==> src/rtl/reftime_pkg.sv <==
package reftime_pkg;
  typedef enum logic {SRC_INT = 1'b0, SRC_EXT = 1'b1} src_e;

  // number of cascaded sections needed for the slow part of the divider
  function automatic int slow_sections(input int stages, input int fast_w, input int sec_w);
    return (stages - fast_w + sec_w - 1) / sec_w;
  endfunction

  // width of slow section idx (last one may be narrower)
  function automatic int section_width(input int stages, input int fast_w,
                                       input int sec_w, input int idx);
    int rem;
    rem = stages - fast_w - idx * sec_w;
    return (rem < sec_w) ? rem : sec_w;
  endfunction
endpackage

==> src/rtl/rt_sync2.sv <==
module rt_sync2 (
  input  logic clk,
  input  logic rst,
  input  logic d_async,
  output logic d_sync
);
  logic stage1;

  always_ff @(posedge clk) begin
    if (rst) begin
      stage1 <= 1'b0;
      d_sync <= 1'b0;
    end else begin
      stage1 <= d_async;
      d_sync <= stage1;
    end
  end
endmodule

==> src/rtl/rt_count_sect.sv <==
module rt_count_sect #(
  parameter int W = 4
) (
  input  logic         clk,
  input  logic         rst,
  input  logic         en,
  output logic [W-1:0] q
);
  always_ff @(posedge clk) begin
    if (rst)     q <= '0;
    else if (en) q <= q + W'(1);
  end
endmodule

==> src/rtl/rt_tap_div.sv <==
module rt_tap_div #(
  parameter int STAGES = 15,
  parameter int FAST_W = 4,
  parameter int SEC_W  = 4
) (
  input  logic              clk,
  input  logic              rst,
  input  logic              step,
  output logic [STAGES-1:0] cnt
);
  import reftime_pkg::*;
  localparam int NSEC = slow_sections(STAGES, FAST_W, SEC_W);

  logic [NSEC-1:0] carry;

  // fast divide-by-2^FAST_W front section
  rt_count_sect #(.W(FAST_W)) u_fast (
    .clk(clk), .rst(rst), .en(step), .q(cnt[FAST_W-1:0])
  );

  assign carry[0] = step & (&cnt[FAST_W-1:0]);

  for (genvar i = 0; i < NSEC; i++) begin : g_slow
    localparam int LO = FAST_W + i * SEC_W;
    localparam int SW = section_width(STAGES, FAST_W, SEC_W, i);

    rt_count_sect #(.W(SW)) u_sect (
      .clk(clk), .rst(rst), .en(carry[i]), .q(cnt[LO +: SW])
    );

    if (i < NSEC - 1) begin : g_carry
      assign carry[i+1] = carry[i] & (&cnt[LO +: SW]);
    end
  end
endmodule

==> src/rtl/rt_activity_mon.sv <==
module rt_activity_mon #(
  parameter int TIMEOUT = 1000,
  localparam int AW = $clog2(TIMEOUT + 1)
) (
  input  logic          clk,
  input  logic          rst,
  input  logic          retrig,
  output logic [AW-1:0] idle_cnt,
  output logic          lost
);
  localparam logic [AW-1:0] LIMIT = AW'(TIMEOUT);

  always_ff @(posedge clk) begin
    if (rst) begin
      idle_cnt <= '0;
      lost     <= 1'b1;
    end else if (retrig) begin
      idle_cnt <= '0;
      lost     <= 1'b0;
    end else if (idle_cnt != LIMIT) begin
      idle_cnt <= idle_cnt + AW'(1);
      if (idle_cnt + AW'(1) == LIMIT) lost <= 1'b1;
    end
  end
endmodule

==> src/rtl/reftime_divider.sv <==
module reftime_divider #(
  parameter int STAGES  = 15,
  parameter int FAST_W  = 4,
  parameter int SEC_W   = 4,
  parameter int TIMEOUT = 1000,
  localparam int TAP_W  = $clog2(STAGES + 1)
) (
  input  logic             clk,
  input  logic             rst,
  input  logic             osc_in,
  input  logic             ext_in,
  input  logic             src_ext,
  input  logic [TAP_W-1:0] tap_sel,
  input  logic             invert,
  input  logic             balanced,
  output logic             tim_p,
  output logic             tim_n,
  output logic             lost
);
  import reftime_pkg::*;
  localparam int AW = $clog2(TIMEOUT + 1);

  // pick the undivided level or one divider stage
  function automatic logic tap_level(input logic [STAGES-1:0] c, input logic lvl,
                                     input logic [TAP_W-1:0] sel);
    if (sel == '0) return lvl;
    return c[sel - TAP_W'(1)];
  endfunction

  logic osc_s, ext_s;
  logic src_lvl, src_lvl_d;
  logic src_rise;
  logic [STAGES-1:0] div_cnt;
  logic [AW-1:0] act_cnt;
  logic out_lvl;

  rt_sync2 u_sync_osc (.clk(clk), .rst(rst), .d_async(osc_in), .d_sync(osc_s));
  rt_sync2 u_sync_ext (.clk(clk), .rst(rst), .d_async(ext_in), .d_sync(ext_s));

  assign src_lvl  = (src_e'(src_ext) == SRC_EXT) ? ext_s : osc_s;
  assign src_rise = src_lvl & ~src_lvl_d;

  always_ff @(posedge clk) begin
    if (rst) src_lvl_d <= 1'b0;
    else     src_lvl_d <= src_lvl;
  end

  rt_tap_div #(.STAGES(STAGES), .FAST_W(FAST_W), .SEC_W(SEC_W)) u_div (
    .clk(clk), .rst(rst), .step(src_rise), .cnt(div_cnt)
  );

  rt_activity_mon #(.TIMEOUT(TIMEOUT)) u_act (
    .clk(clk), .rst(rst), .retrig(src_rise), .idle_cnt(act_cnt), .lost(lost)
  );

  assign out_lvl = tap_level(div_cnt, src_lvl, tap_sel) ^ invert;

  always_ff @(posedge clk) begin
    if (rst) begin
      tim_p <= 1'b0;
      tim_n <= 1'b0;
    end else begin
      tim_p <= out_lvl;
      tim_n <= balanced ? ~out_lvl : 1'b0;
    end
  end
endmodule

==> config.mk <==
export PLATFORM = sky130hd
export DESIGN_NAME = reftime_divider
export DESIGN_NICKNAME = d
export VERILOG_FILES = /design/src/rtl/reftime_pkg.sv /design/src/rtl/rt_sync2.sv /design/src/rtl/rt_count_sect.sv /design/src/rtl/rt_tap_div.sv /design/src/rtl/rt_activity_mon.sv /design/src/rtl/reftime_divider.sv
export SDC_FILE = /design/constraint.sdc
export NUM_CORES = 1
export LEC_CHECK = 0
export ABC_AREA = 1
export BUFFER_PORTS_ARGS = -buffer_cell sky130_fd_sc_hd__buf_2
export CAP_MARGIN = 20
export CORE_MARGIN = 5
export CORE_UTILIZATION = 50
export CTS_CLUSTER_DIAMETER = 50
export DETAILED_ROUTE_END_ITERATION = 10
export GPL_TIMING_DRIVEN = 0
export PLACE_DENSITY_LB_ADDON = 0.15
export SYNTH_ARGS = -nofsm -noshare
export SYNTH_HDL_FRONTEND = slang
export SYNTH_SLANG_ARGS = --single-unit
==> constraint.sdc <==
create_clock -name clk -period 1.8 [get_ports clk]
set_input_delay 0.18 -clock clk [delete_from_list [all_inputs] [get_ports clk]]
set_output_delay 0.18 -clock clk [all_outputs]
set_load 0.05 [all_outputs]
==> Word level (Yosys, flattened, before mapping) <==
Index checks and enable logic that the tools add are counted.
{ "totals": {"register_bits": 33, "latch_bits": 0, "mem_bits_rw": 0, "romBits": 0, "input_bits": 11, "out_inout_bits": 3, "wordCells": 48, "mem_count": 0} }
{ "classes": {"addsub": 6, "multipliers": 0, "n_div": 0, "n_lt_le_gt_ge": 1, "n_eq_ne": 2, "shift": 0, "mux": 9, "n_bitwise": 8, "n_reduce_logical": 9} }
{ "ops": {"columns": ["cell", "n"], "rows": [
  ["$add 4x1->4 const B", 3],
  ["$reduce_and 4->1", 3],
  ["$add 10x1->10 const B", 1],
  ["$eq 10x10->1 const B", 1],
  ["$ne 10x10->1 const B", 1],
  ["$mux 1", 8],
  ["$lt 4x5->1 const B", 1],
  ["$and 1x1->1", 4],
  ["$bmux 1 s4", 1],
  ["$logic_not 4->1", 1],
  ["$reduce_bool 2->1", 2],
  ["$reduce_or 2->1", 2],
  ["$sub 4x1->4 const B", 1],
  ["$add 3x1->3 const B", 1],
  ["$not 1->1", 3],
  ["$reduce_and 2->1", 1],
  ["$xor 1x1->1", 1]
]} }

==> Longest topological paths before layout <==
Gate-level depths: netlist of the first run.
{ "depth": {"depth_word": 6, "mapped_depth": 14, "mapped_depth_nobuf": 12} }

==> Modules after synthesis <==
From an unflattened synthesis of the first run, not the netlist that was laid out.
{ "hier_totals": {"cells_unflattened": 275, "hier_area_um2": 1836.8} }
{ "by_module_without_submodules": {"columns": ["module", "instances", "cells_per_inst", "area_per_inst_um2", "seq_area_each_um2"], "rows": [
  ["rt_activity_mon", 1, 94, 610.6, 220.2],
  ["rt_count_sect at u_div.g_slow[0].u_sect ...", 3, 23, 170.2, 80.1],
  ["reftime_divider", 1, 73, 421.7, 60.1],
  ["rt_count_sect at u_div.g_slow[2].u_sect", 1, 17, 125.1, 60.1],
  ["rt_sync2", 2, 6, 55.1, 40.0],
  ["rt_tap_div", 1, 10, 58.8, 0.0]
]} }

==> Worst setup path after synthesis of the first run <==
No wires, ideal clock.
{ "synth_timing": {"path_kind": "input port to flip-flop", "start": "input tap_sel[0]", "end": "register tim_p", "setup_time_ns": 0.128, "t_arrival_ns": 1.406, "required_ns": 1.672, "path_slack_ns": 0.266, "stages": 13, "n_path_buf": 2, "path_cell_list": "buf_4 -> inv_1 -> buf_6 -> ha_1 -> inv_1 -> nand2_1 -> nand3_1 -> nand3_1 -> nand3_1 -> nand2_1 -> nand2_1 -> nand2_1 -> nor2_1"} }
{ "synth_via": {"elab_chain_cells": 5, "word_cells_on_any_way": 7, "cone_classes": "add/sub (1); mux (4); bitwise (1); reduce/logical (1)"} }
{ "synth_lines": {"columns": ["item", "line_no", "source"], "rows": [
  ["start: declaration", "reftime_divider.sv:13", "input logic [TAP_W-1:0] tap_sel,"],
  ["$sub 4x1->4", "reftime_divider.sv:27", "return c[sel - TAP_W'(1)];"],
  ["$bmux 1 s4", "reftime_divider.sv:27", null],
  ["$mux 1 (not written as such)", "reftime_divider.sv:27", null],
  ["$mux 1 *", "reftime_divider.sv:27", null],
  ["$xor 1x1->1 *", "reftime_divider.sv:56", "assign out_lvl = tap_level(div_cnt, src_lvl, tap_sel) ^ invert;"],
  ["end signal: assignment", "reftime_divider.sv:63", "tim_p <= out_lvl;"],
  ["end: declaration", "reftime_divider.sv:16", "output logic tim_p,"]
]} }
Mark *: on every way between the ends. The rest lies on a longest branch, timed or not. The select of a mux whose other input is x is not followed.
A chain may end at the register's enable or synchronous reset.

==> Worst setup path after layout of the first run <==
{ "layout_timing": {"start": "register u_act.idle_cnt[1]", "end": "register u_act.lost"} }
{ "layout_via": {"elab_chain_cells": 4, "word_cells_on_any_way": 6, "cone_classes": "add/sub (1); eq/ne (2); reduce/logical (3)"} }
{ "layout_lines": {"columns": ["item", "line_no", "source"], "rows": [
  ["start: declaration", "rt_activity_mon.sv:8", "output logic [AW-1:0] idle_cnt,"],
  ["start signal: assignment", "rt_activity_mon.sv:21", "idle_cnt <= idle_cnt + AW'(1);"],
  ["$add 10x1->10", "rt_activity_mon.sv:22", "if (idle_cnt + AW'(1) == LIMIT) lost <= 1'b1;"],
  ["$eq 10x10->1", "rt_activity_mon.sv:22", null],
  ["$reduce_bool 2->1 (no line)", null, null],
  ["$reduce_and 2->1 (no line) *", null, null],
  ["end signal: assignment", "rt_activity_mon.sv:16", "lost <= 1'b1;"],
  ["end signal: assignment", "rt_activity_mon.sv:19", "lost <= 1'b0;"],
  ["end signal: assignment", "rt_activity_mon.sv:22", null],
  ["end: declaration", "rt_activity_mon.sv:9", "output logic lost"]
]} }
Mark *: on every way between the ends. The rest lies on a longest branch, timed or not.

==> run metrics, run 1 <==
status complete, no violations; routed len/inst 10.3 um; crit path to u_act.lost$_SDFFE_PP1P_; antenna cells 0; Sw Pwr 0.362 mW; number of setup buffers added after CTS 0; pre-CTS setup slack 0.0693 ns; Simple-Gate Fraction of Synth Area 39.5%; core area 3390 um2; number of port buffers 12; reg2reg setup slack 0.19 ns; pin count of the biggest net entering global routing 12; Final WS setup 0.195 ns; mean post-synth cell area 6.83 um2; Slew @ Worst Pin 0.463 ns; Reg2Reg Depth 11; initial core utilization 52.2%; type of destination of the critical path register; post-DR vias/cell 4.84; Syn Std Cell Area 1770 um2; first-pass iteration count of the detailed router 6; dpl hpwl 2.55 mm; Slew headroom 69.2%; Max Fclk 623 MHz; Ys Warns 0; DRT iter0 DRCs 63; critical path, cell by cell ha_1 > nand3_1 > nor2_1 > nand3b_1 > nand2_1 > nand2_1 > nor2_1 > nand2_1 > nand2_1 > nand2_1 > nand2_1; I/O pin total 14; Distinct cells, synth 26; CP Class register to register; Slew Viols, Final 0; first-pass GRT wire length 6.00 mm; DR vias 1,573; cell area after layout 1940 um2; Worst Setup SP u_act.idle_cnt[1]$_SDFFE_PP0P_; CTS tree yes; most used cell, CP nand2_1; slowest stage delay, CP 0.40 ns; Final Cycle Share 89.2%; synthesized net count 278; Lkg Pwr 0.882 nW; max cap viols 0; CP max stage cell dfxtp_1; latest clock arrival within the worst-skew pair 0.33 ns; final core utilization 57.4%; CP Max Fanout 4; WP data arrival 1.88 ns; Total GRT Usage 15.4%; Comb power frac 12.3%; full die area 4830 um2; xor and xnor area share after synthesis 1.98%; Reg-to-Reg Start u_act.idle_cnt[1]$_SDFFE_PP0P_; register share of total power 57.7%; final worst path period need 1.61 ns; clock sink total 33; Die X-Extent 69.5 um; clk buf depth 2; layout net count 297; clk_skew 0.00946 ns; CTS H-tree lvls 2; CTS buffer count 5; Area Overhead vs Synth 9.90%; Root Driver clkbuf_4; drt total wl 3.35 mm; Gate Count Post-Synth 259; placed cell area 1890 um2; Power per Cell Area 681 nW/um2; # setup viols final 0; CP bufs+invs 0; Worst path top cell family by delay simple AND/OR/NAND/NOR gates; row count 21; layout cells sized above 1 11.5%; register area share after synthesis 37.3%; # DRC 0; final hold violation count 0; setup_tns 0 ns; area of the multi-input gates 960 um2; post-synthesis compound-gate area fraction 6.79%; clk slew on worst S/H paths 0.10 ns; vias in the first global route 1,383; WP data required 2.07 ns; switch share 27.4%; post-route ant nets 0; Fill cells 336; crit path launch type register; CTS Hold Buffers Added 0; mux share of post-synthesis cell area 0%; Seq cells post-synth 33; post-cts sizing count 0; initial antenna violation count 0; Clk pwr share 30.1%; grt total ovfl 0; Pint 0.961 mW; peak supply drop 0.412 mV; adder-cell area share of the yosys netlist 5.66%; placer's final routability congestion estimate 0.849; FF-to-FF End u_act.lost$_SDFFE_PP1P_; Hold WC Path Type primary input to register; Critical Path Stages 11; unrepaired setup endpoints after global routing false; sequential cell area 664 um2; die span in y 69.5 um; largest family of logic cells by synthesized area simple AND/OR/NAND/NOR gates
-- tightest hold or removal path: stages --
cell	delay [ns]
buf_2	0.07
inv_1	0.03
nor2_1	0.06
-- synthesized netlist by cell type --
library cell	count	share of area (%)
nand2_1	70	15
dfxtp_1	33	37
nor2_1	32	6.8
inv_1	31	6.6
nand3_1	29	8.2
a21oi_1	14	4.0
ha_1	8	5.7
nor3_1	7	2.0
o21ai_0	7	2.0
nand4_1	4	1.4
nand3b_1	3	1.3
xor2_1	3	1.5
clkinv_1	2	0.42
inv_2	2	0.42
nor3_4	2	1.8
nor4_1	2	0.71
a31oi_1	1	0.35
and3_1	1	0.35
buf_4	1	0.42
buf_6	1	0.64
clkbuf_1	1	0.21
nand2_4	1	0.64
nor2_2	1	0.35
nor2_8	1	1.1
o21ai_2	1	0.50
xnor2_1	1	0.50
-- layout by cell type (no fill, tap or decap), types with 2 or more instances in the layout --
cell type and n:
a21oi_1 14, buf_2 12, clkbuf_1 4, clkbuf_4 5
clkinv_1 2, dfxtp_1 30, dfxtp_2 3, ha_1 7
inv_1 31, inv_2 2, nand2_1 69, nand3_1 29
nand3b_1 3, nand4_1 4, nor2_1 32, nor3_1 7
nor3_4 2, nor4_1 2, o21ai_0 7, xor2_1 3
-- per-layer routing --
metal	vias to the layer above	wire length, um	GRT usage [%]	part of all wire, %
met4	0	57	7.81	1.7
met1	672	1740	20.5	52
li1	873	-	-	-
met2	24	1410	22.7	42
met5	-	0	0	0
met3	4	146	4.20	4.4
-- per-stage QoR --
| step | cells | hold WS, ns | total power, mW |
|---|---|---|---|
| after floorplan | 259 | 0.259 | 0.898 |
| after global placement | 317 | 0.380 | 0.940 |
| after detailed placement | 317 | 0.389 | 0.942 |
| after CTS | 325 | 0.0344 | 1.34 |
| after global routing | 325 | 0.0198 | 1.41 |
| final | 325 | 0.0497 | 1.32 |
-- state kept, by name (all words and copies together) (netlist names) --
signal / flops
u_div.g_slow.u_sect.q: 11
u_act.idle_cnt: 10
u_div.u_fast.q: 4
src_lvl_d: 1
tim_n: 1
tim_p: 1
u_act.lost: 1
u_sync_ext.d_sync: 1
u_sync_ext.stage1: 1
u_sync_osc.d_sync: 1
u_sync_osc.stage1: 1
-- power by group through the flow --
stage | clock network (mW) | registers [mW] | logic, mW
2_1_floorplan | 0 | 0.796 | 0.102
3_5_place_dp | 0 | 0.779 | 0.163
3_3_place_gp | 0 | 0.778 | 0.162
4_1_cts | 0.415 | 0.762 | 0.164
6_report | 0.398 | 0.763 | 0.162
5_1_grt | 0.456 | 0.767 | 0.184
-- kinds of logic (layout without fill, tap and decap cells) --
family / Yosys count / in the layout
flops: 33 / 33
xor+xnor: 4 / 4
compound gates: 23 / 23
fa+ha+maj: 8 / 8
buf+inv: 38 / 58
simple gates: 153 / 153
-- worst min-delay path by stage --
| stage | from | end | slack (ns) | depth (start not counted) |
|---|---|---|---|---|
| floorplan | rst | u_div.g_slow[0].u_sect.q[2]$_SDFFE_PP0P_ | 0.26 | 1 |
| global placement | ext_in | u_sync_ext.stage1$_SDFF_PP0_ | 0.38 | 3 |
| CTS | ext_in | u_sync_ext.stage1$_SDFF_PP0_ | 0.03 | 3 |
| finish | ext_in | u_sync_ext.stage1$_SDFF_PP0_ | 0.05 | 3 |
| global route | ext_in | u_sync_ext.stage1$_SDFF_PP0_ | 0.02 | 3 |
| detailed placement | ext_in | u_sync_ext.stage1$_SDFF_PP0_ | 0.39 | 3 |
-- cell type report --
class	count	share of cell area, %
multi-input cells	188	49.4
flip-flops and latches	33	34.2
inverters	35	6.76
repair buffers	12	3.09
well taps	46	2.96
clock buffers	8	2.51
plain buffers	3	1.16
Power figures use the tool's default switching activity.
==> inputs of run 2 (changes only) <==
GPL_TIMING_DRIVEN = not set   (was 0)
MAX_ROUTING_LAYER = met4   (was not set)
PLACE_DENSITY = 0.68   (was not set)
PLACE_DENSITY_LB_ADDON = not set   (was 0.15)
==> run 2 against run 1 <==
Critical path type unchanged; clock power is 7.0% higher; fmax is 1.1% lower; sequential power hardly changed; design area is 0.19% lower; highest routed layer unchanged; cell count is 0.31% lower.
==> run metrics, run 2 (same netlist as run 1, synthesis figures left out) <==
Final Cycle Share 90.1% (+0.97 points); Top Registers u_div.g_slow.u_sect.q: 11 flops, u_act.idle_cnt: 10 flops, u_div.u_fast.q: 4 flops; Power per Cell Area 697 nW/um2 (+2.4%); I/O pin total 14 (unchanged); clk buf depth 2 (unchanged); post-route ant nets 0 (unchanged); Comb power frac 12.0% (-0.3 points); Slew headroom 77.5% (+8.3 points); WP data required 2.01 ns (-0.06 ns); CTS buffer count 5 (unchanged); Pint 0.988 mW (+2.8%); first-pass GRT wire length 6.54 mm (+9.1%); DR vias 1,606 (+2.1%); first-pass iteration count of the detailed router 4 (-2); unrepaired setup endpoints after global routing false; cell area after layout 1940 um2 (-0.19%); Fill cells 348 (+3.6%); status complete, no violations; type of destination of the critical path register; CP bufs+invs 1 (+1); Max Fclk 616 MHz (-1.1%); post-cts sizing count 0 (unchanged); CTS Hold Buffers Added 0 (unchanged); Worst path top cell family by delay simple AND/OR/NAND/NOR gates; pin count of the biggest net entering global routing 16 (+4); switch share 26.9% (-0.46 points); Fin Hold WS 0.0463 ns (-0.00341 ns); die span in y 69.5 um (unchanged); Largest register FFs 11 (unchanged); DRT iter0 DRCs 87 (+38%); vias in the first global route 1,484 (+7.3%); placer's final routability congestion estimate 0.865 (+1.9%); Total GRT Usage 17.1% (+1.7 points); antenna cells 0 (unchanged); final worst path period need 1.62 ns (+0.0174 ns); post-DR vias/cell 4.96 (+2.4%); slowest stage delay, CP 0.39 ns (about the same); Slew @ Worst Pin 0.336 ns (-0.127 ns); clk_skew 0.00582 ns (-0.00364 ns); Die X-Extent 69.5 um (unchanged); commonest non-fill, non-tap cells in the layout nand2_1 (70), nor2_1 (32), dfxtp_1 (32); placed cell area 1880 um2 (-0.13%); peak supply drop 0.412 mV (about the same); Clk pwr share 31.5% (+1.4 points); register share of total power 56.4% (-1.3 points); routed len/inst 11.1 um (+7.8%); final hold violation count 0 (unchanged); initial antenna violation count 0 (unchanged); CTS tree yes; most common cell after layout, fill and taps aside nand2_1; core area 3390 um2 (unchanged); drt total wl 3.60 mm (+7.4%); full die area 4830 um2 (unchanged); # DRC 0 (unchanged); Sw Pwr 0.364 mW (+0.43%); Slew Viols, Final 0 (unchanged); Reg with most FFs u_div.g_slow.u_sect.q; number of port buffers 13 (+1); met1 GRT Util 23.0% (+2.6 points); layout cells sized above 1 10.8% (-0.68 points); initial core utilization 52.2% (unchanged); GR Layer Usage met3 4.06% (-0.14 points); clk slew on worst S/H paths 0.10 ns (about the same); Hold WC Path Type primary input to register; Area Overhead vs Synth 9.69%; crit path launch type register; dpl hpwl 2.74 mm (+7.2%); critical path, cell by cell ha_1 > inv_1 > nor3_4 > nand2_4 > nor3_4 > nand2_1 > nand2_1 > a21oi_1; setup_tns 0 ns (unchanged); CP Class register to register; GR Layer Usage met2 23.9% (+1.3 points); layout net count 297 (unchanged); number of setup buffers added after CTS 0 (unchanged); max cap viols 0 (unchanged); clock sink total 33 (unchanged); Root Driver clkbuf_4; latest clock arrival within the worst-skew pair 0.33 ns (about the same); CP max stage cell dfxtp_1; busiest grt layer met2; # setup viols final 0 (unchanged); final core utilization 57.3% (-0.11 points); CTS H-tree lvls 2 (unchanged); WP data arrival 1.84 ns (-0.04 ns); Lkg Pwr 0.889 nW (+0.85%); grt total ovfl 0 (unchanged); CP Max Fanout 8 (+4); row count 21 (unchanged)
-- run 2: worst paths after layout --
kind                                  start                                       end  slack, ns  cells after the start
max          u_div.u_fast.q[0]$_SDFFE_PP0P_  u_div.g_slow[2].u_sect.q[1]$_SDFFE_PP0P_       0.18                      8
min                                  ext_in              u_sync_ext.stage1$_SDFF_PP0_       0.05                      3
max reg2reg  u_div.u_fast.q[0]$_SDFFE_PP0P_  u_div.g_slow[2].u_sect.q[1]$_SDFFE_PP0P_       0.18                      8
min reg2reg    u_sync_osc.stage1$_SDFF_PP0_              u_sync_osc.d_sync$_SDFF_PP0_       0.40                      2
-- run 2: per-layer routing --
| layer | share of wire [%] | up-vias |
|---|---|---|
| met5 | 0 | - |
| met4 | 1.9 | 0 |
| li1 | - | 866 |
| met1 | 52 | 708 |
| met2 | 41 | 26 |
| met3 | 4.5 | 6 |
-- run 2: metrics by stage --
step | total power [mW] | worst slack (ns) | std cells
after global placement | 0.941 | 0.195 | 317
after detailed placement | 0.943 | 0.192 | 317
after global routing | 1.43 | 0.00972 | 324
after CTS | 1.37 | 0.163 | 324
after floorplan | 0.898 | 0.266 | 259
final | 1.35 | 0.177 | 324
-- run 2: tightest hold or removal path, cell delays in order --
cell and delay, ns:
buf_2 0.07, inv_1 0.03, nor2_1 0.06
-- run 2: power groups by stage --
| stage | Combinational (mW) | Sequential (mW) | Clock, mW |
|---|---|---|---|
| final | 0.163 | 0.763 | 0.426 |
| after global routing | 0.188 | 0.766 | 0.478 |
| after CTS | 0.164 | 0.762 | 0.448 |
| after detailed placement | 0.164 | 0.780 | 0 |
| after global placement | 0.162 | 0.779 | 0 |
| after floorplan | 0.102 | 0.796 | 0 |
-- run 2: area by class of cell --
class                      count  area [um2]  area share (%)
clock buffer                   7        55.1            2.84
inverter                      35         131            6.77
multi-input combinational    188         955            49.2
sequential                    33         662            34.1
tap                           46        57.6            2.97
timing repair buffer          15        80.1            4.13
